===== config.mk =====
export PLATFORM = sky130hd
export DESIGN_NAME = esc_tlast_encoder
export DESIGN_NICKNAME = d
export VERILOG_FILES = /design/src/rtl/esc_enc_pkg.sv /design/src/rtl/esc_classify.sv /design/src/rtl/esc_sequencer.sv /design/src/rtl/esc_out_stage.sv /design/src/rtl/esc_tlast_encoder.sv
export SDC_FILE = /design/constraint.sdc
export NUM_CORES = 1
export LEC_CHECK = 0
export CAP_MARGIN = 20
export CORE_MARGIN = 2
export CORE_UTILIZATION = 40
export DETAILED_ROUTE_END_ITERATION = 8
export GPL_ROUTABILITY_DRIVEN = 1
export PLACE_DENSITY = 0.72
export SYNTH_ARGS = -nofsm -noshare
export SYNTH_HDL_FRONTEND = slang
export SYNTH_SLANG_ARGS = --single-unit

===== constraint.sdc =====
create_clock -name clk -period 3.9 [get_ports clk]
set_input_delay 0.585 -clock clk [delete_from_list [all_inputs] [get_ports clk]]
set_output_delay 0.585 -clock clk [all_outputs]
set_load 0.01 [all_outputs]

===== src/rtl/esc_enc_pkg.sv =====
package esc_enc_pkg;

    localparam int WORD_W     = 64;
    localparam int FLAG_KEY_W = 32;

    localparam logic [WORD_W-1:0] ESC_WORD = 64'hDEADBEEFFEEDCAFE;
    localparam logic [WORD_W-1:0] FLAG_END = {{(WORD_W-FLAG_KEY_W){1'b0}}, {(FLAG_KEY_W-1){1'b0}}, 1'b1};
    localparam logic [WORD_W-1:0] FLAG_LIT = '0;

    // How an input word must be framed on the output side
    typedef enum logic [1:0] {
        KIND_PLAIN = 2'd0,
        KIND_END   = 2'd1,
        KIND_LIT   = 2'd2
    } word_kind_e;

    // Position inside an escape sequence
    typedef enum logic [1:0] {
        SQ_HEAD = 2'd0,
        SQ_FLAG = 2'd1,
        SQ_BODY = 2'd2
    } seq_state_e;

    // Which word the output register loads
    typedef enum logic [1:0] {
        SEL_DATA = 2'd0,
        SEL_ESC  = 2'd1,
        SEL_FLAG = 2'd2
    } word_sel_e;

    typedef struct packed {
        logic [WORD_W-1:0] data;
        logic              last;
    } in_beat_t;

    // End-of-packet framing wins over the literal framing
    function automatic word_kind_e classify(input in_beat_t b);
        if (b.last)                 return KIND_END;
        else if (b.data == ESC_WORD) return KIND_LIT;
        else                        return KIND_PLAIN;
    endfunction

    function automatic logic [WORD_W-1:0] flag_for(input word_kind_e k);
        return (k == KIND_END) ? FLAG_END : FLAG_LIT;
    endfunction

    function automatic logic [WORD_W-1:0] pick_word(input word_sel_e s,
                                                    input word_kind_e k,
                                                    input logic [WORD_W-1:0] d);
        logic [WORD_W-1:0] w;
        case (s)
            SEL_ESC:  w = ESC_WORD;
            SEL_FLAG: w = flag_for(k);
            default:  w = d;
        endcase
        return w;
    endfunction

endpackage


===== src/rtl/esc_classify.sv =====
module esc_classify
    import esc_enc_pkg::*;
(
    input  logic [WORD_W-1:0] beat_data,
    input  logic              beat_last,
    output word_kind_e        beat_kind
);
    in_beat_t beat;

    always_comb begin
        beat.data = beat_data;
        beat.last = beat_last;
        beat_kind = classify(beat);
    end
endmodule


===== src/rtl/esc_sequencer.sv =====
module esc_sequencer
    import esc_enc_pkg::*;
(
    input  logic       clk,
    input  logic       rst,
    input  logic       flush,
    input  logic       in_valid,
    input  word_kind_e kind,
    input  logic       slot_free,
    output logic       want,
    output word_sel_e  sel,
    output logic       accept,
    output seq_state_e state
);
    seq_state_e state_q, state_d;

    always_comb begin
        want    = 1'b0;
        sel     = SEL_DATA;
        accept  = 1'b0;
        state_d = state_q;
        case (state_q)
            SQ_HEAD: begin
                if (in_valid) begin
                    want = 1'b1;
                    if (kind == KIND_PLAIN) begin
                        sel    = SEL_DATA;
                        accept = slot_free;
                    end else begin
                        sel = SEL_ESC;
                        if (slot_free) state_d = SQ_FLAG;
                    end
                end
            end
            SQ_FLAG: begin
                want = 1'b1;
                sel  = SEL_FLAG;
                if (slot_free) state_d = SQ_BODY;
            end
            SQ_BODY: begin
                // data after a flag is never re-escaped
                want   = 1'b1;
                sel    = SEL_DATA;
                accept = slot_free;
                if (slot_free) state_d = SQ_HEAD;
            end
            default: state_d = SQ_HEAD;
        endcase
    end

    always_ff @(posedge clk) begin
        if (rst || flush) state_q <= SQ_HEAD;
        else              state_q <= state_d;
    end

    assign state = state_q;

    // a started sequence always runs escape -> flag -> data
    a_r6_flag_follows_esc: assert property (@(posedge clk) disable iff (rst || flush)
        (state_q == SQ_HEAD && want && sel == SEL_ESC && slot_free) |=> (state_q == SQ_FLAG));
endmodule


===== src/rtl/esc_out_stage.sv =====
module esc_out_stage
    import esc_enc_pkg::*;
(
    input  logic              clk,
    input  logic              rst,
    input  logic              flush,
    input  logic              load,
    input  logic [WORD_W-1:0] load_data,
    input  logic              out_ready,
    output logic              out_valid,
    output logic [WORD_W-1:0] out_data,
    output logic              slot_free
);
    logic              valid_q;
    logic [WORD_W-1:0] data_q;

    assign slot_free = !valid_q || out_ready;

    always_ff @(posedge clk) begin
        if (rst || flush) begin
            valid_q <= 1'b0;
            data_q  <= '0;
        end else if (slot_free) begin
            valid_q <= load;
            if (load) data_q <= load_data;
        end
    end

    assign out_valid = valid_q;
    assign out_data  = data_q;

    // a refused word is held unchanged
    a_r7_hold_stalled: assert property (@(posedge clk) disable iff (rst || flush)
        (valid_q && !out_ready) |=> (valid_q && $stable(data_q)));
endmodule


===== src/rtl/esc_tlast_encoder.sv =====
module esc_tlast_encoder
    import esc_enc_pkg::*;
(
    input  logic              clk,
    input  logic              rst,
    input  logic              clear,
    input  logic [WORD_W-1:0] in_tdata,
    input  logic              in_tlast,
    input  logic              in_tvalid,
    output logic              in_tready,
    output logic [WORD_W-1:0] out_tdata,
    output logic              out_tvalid,
    input  logic              out_tready
);
    word_kind_e        in_kind;
    word_sel_e         sel;
    seq_state_e        seq_state;
    logic              want;
    logic              accept;
    logic              slot_free;
    logic [WORD_W-1:0] next_word;

    esc_classify u_classify (
        .beat_data (in_tdata),
        .beat_last (in_tlast),
        .beat_kind (in_kind)
    );

    esc_sequencer u_seq (
        .clk       (clk),
        .rst       (rst),
        .flush     (clear),
        .in_valid  (in_tvalid),
        .kind      (in_kind),
        .slot_free (slot_free),
        .want      (want),
        .sel       (sel),
        .accept    (accept),
        .state     (seq_state)
    );

    assign next_word = pick_word(sel, in_kind, in_tdata);

    esc_out_stage u_out (
        .clk       (clk),
        .rst       (rst),
        .flush     (clear),
        .load      (want),
        .load_data (next_word),
        .out_ready (out_tready),
        .out_valid (out_tvalid),
        .out_data  (out_tdata),
        .slot_free (slot_free)
    );

    assign in_tready = accept;

    // an accepted word is the next word on the output
    a_r6_accept_loads_data: assert property (@(posedge clk) disable iff (rst || clear)
        (in_tvalid && in_tready) |=> (out_tvalid && out_tdata == $past(in_tdata)));

    // no accept while escape or flag is still pending
    a_r6_stall_in_prefix: assert property (@(posedge clk) disable iff (rst || clear)
        (seq_state == SQ_FLAG || (seq_state == SQ_HEAD && in_kind != KIND_PLAIN)) |-> !in_tready);

    // flag value follows the last bit, with end framing taking priority
    a_r4_flag_matches_last: assert property (@(posedge clk) disable iff (rst || clear)
        (want && slot_free && sel == SEL_FLAG) |=>
            (out_tvalid && out_tdata == ($past(in_tlast) ? FLAG_END : FLAG_LIT)));

    // reset or clear empties the output register
    a_r9_flush_idle: assert property (@(posedge clk)
        (rst || clear) |=> !out_tvalid);
endmodule


==> results.md <==
* Run status: finished clean
* Die X at 93.5 um
* Max-slew headroom at 38.8%
* Critical path arrival at 2.74 ns
* Number of synthesized flops with an enable pin at 0
* GP Congestion at 0.862
* Drt first pass iters at 4
* Cell taking the most area after synthesis: dfxtp_1
* Synth top cells by count: a21oi_1, dfxtp_1, nor3b_2, nand4b_1, nor3b_1
* Setup-failing EPs final at 0
* Worst Hold Class: flip-flop to flip-flop
* Worst IR drop on VDD at 0.185 mV
* Crit path top cell by count: clkdlybuf4s50_1
* Post-route DRC at 0
* Slowest Stage Delay on Critical Path at 0.48 ns
* Slowest cell on crit path: clkdlybuf4s50_1
* Clock root buffer master: clkbuf_8
* Crit path max fanout at 5
* Area of the die at 8750 um2
* Dpl cell area at 4580 um2
* Startpoint Class: input pin
* Number of global-route vias before repair at 2963
* First-pass GRT wire length at 14900 um
* Critical path origin: in_tdata[49]
* Longest Clk Path Bufs at 2
* Sequential area share after synthesis at 41.8%
* Clk sinks at 67
* Reg clk slew, reported paths at 0.07 ns
* CP Capture Type: output pin
* Num CTS Buffers at 9
* Main synth FF type: dfxtp_1
* Syn avg cell area at 9.11 um2
* Detailed Place HPWL at 6830 um
* Hold_buf cts at 0
* Drt via density at 5.39
* Maxcap violations at 0
* Fin worst setup slack at 0.570 ns
* Total Routing Usage GR at 21.7%
* Fmax at 0.300 GHz
* IO buf count at 135
* Cell leakage power at 1.65 nW
* Setup TNS at 0 ns
* Number of synthesis warnings at 0
* Final min period at 3.33 ns
* Fin crit share at 85.4%
* Io pins at 136
* Setup repair bufs after CTS at 0
* Top cell type's share of synthesized area at 41.8%
* TritonCTS clock tree: done
* Clock skew at 0.00948 ns
* Final ANT Viol Nets at 0
* Critical path's top delay family: buffers and inverters
* Routed WL at 9480 um
* Net Count, Synth at 426
* RSZ-0062 raised after global routing: false
* Place WS at 0.560 ns
* Die H at 93.5 um
* Share of cells above drive strength 1 at 12.3%
* # diodes at 0
* H-tree Lvls at 3
* Area contributors post-synth: dfxtp_1, a21oi_1, nor3b_2
* Area Growth Syn to Fin at 50.6%
* Worst Max-Slew Pin Slew at 0.918 ns
* Critical path, cell by cell: clkdlybuf4s50_1 -> nand4b_1 -> nor4_1 -> a41o_1 -> nor2_1 -> o21a_1 -> clkdlybuf4s50_1
* Max Slew Vio Count at 0
* Worst r2r src: u_seq.state[1]
* Placeable Area at 7770 um2
* CTS-repair resized insts at 0
* Post-synthesis async set-or-reset flop share at 0%
* Via count at 3099
* Routed len/inst at 16.5 um
* Row count at 32
* Pin count of the biggest net entering global routing at 92
* Cell area power density at 370 nW/um2
* Hold Path Origin: u_out.out_data[10]
* WS Path Type: input pin to output pin
* CP bufs+invs at 2
* Final Core Density at 62.2%
* Starting Density at 41.3%
* GR Overflow Total at 0
* Count of cell types in the netlist at 33
* Fin. Hold Viols at 0
* Syn Inst Count at 352
* Crit path required time at 3.31 ns
* Antenna violations before repair at 0
* Final nets at 542
* Clk_lat worst skew at 0.33 ns
* Flop and latch count out of synthesis at 67
* Final instance area at 4830 um2
* Mapped cell area at 3210 um2
* Drt initial violations at 170
* Most frequent cell after synthesis: a21oi_1
-- worst reg2reg max path, delay by kind of cell, from the launching register on --
kind	cells	cell delay [ns]
AO/OA/AOI/OAI	2	0.36
buffers and inverters	2	0.63
flip-flops	1	0.34
AND/OR/NAND/NOR	1	0.13
adder cells (fa/ha/maj)	1	0.79
-- sequential cells by signal, indices dropped and copies added, names as in the netlist --
signal	cells
u_out.out_data	64
u_seq.state	2
u_out.out_valid	1
-- through the flow --
| stage | std cells | total power [mW] | hold slack [ns] |
|---|---|---|---|
| final | 575 | 1.79 | 0.472 |
| after global routing | 575 | 1.87 | 0.496 |
| after CTS | 575 | 1.81 | 0.477 |
| after global placement | 559 | 1.09 | 0.455 |
| after detailed placement | 559 | 1.10 | 0.462 |
| after floorplan | 352 | 0.927 | 0.494 |
-- metal layers --
metal,vias up,routed length [um],global-route usage (%)
li1,1538,-,-
met1,1442,4030,27.4
met2,109,4470,35.5
met3,10,855,6.69
met4,0,116,6.88
met5,-,0,0
-- layout make-up --
cell class                      count  area [um2]
Clock buffer                       10         138
Clock inverter                      6         111
Fill cell                         706        2940
Inverter                            3        11.3
Multi-Input combinational cell    245        1680
Sequential cell                    67        1340
Tap cell                          102         128
Timing Repair Buffer              142        1420
-- path summary, 6_finish.rpt --
path / end / slack [ns] / cells after the start
max: in_tready / 0.57 / 7
min: u_out.out_data[10] / 0.47 / 2
max reg2reg: u_out.out_data[0] / 1.60 / 6
min reg2reg: u_out.out_data[10] / 0.47 / 2
-- report_power, final --
group,leakage (nW),switching [mW],internal (mW)
registers,0.546,0.0164,0.716
logic,0.977,0.163,0.185
clock network,0.123,0.264,0.443
-- logic make-up (layout without fill, tap and decap cells) --
family / Yosys count / count (layout) / synth area share (%)
AOI/OAI and AO/OA: 120 / 120 / 19.5
adders and majority gates: 4 / 4 / 1.56
buffers and inverters: 40 / 161 / 6.24
DFF: 67 / 67 / 41.8
muxes: 1 / 1 / 0.351
and+or+nand+nor: 120 / 120 / 30.5
-- placed cells by master, fill, tap and decap left out, drive strengths merged, types with 5 or more instances in the layout --
cell	instances
o21ai	16
clkbuf	10
a21oi	97
nor2	9
buf	7
clkdlybuf4s50	135
nand4b	21
dfxtp	67
nand3	16
nand4	6
nand4bb	5
nor3b	48
Power figures use the tool's default switching activity.
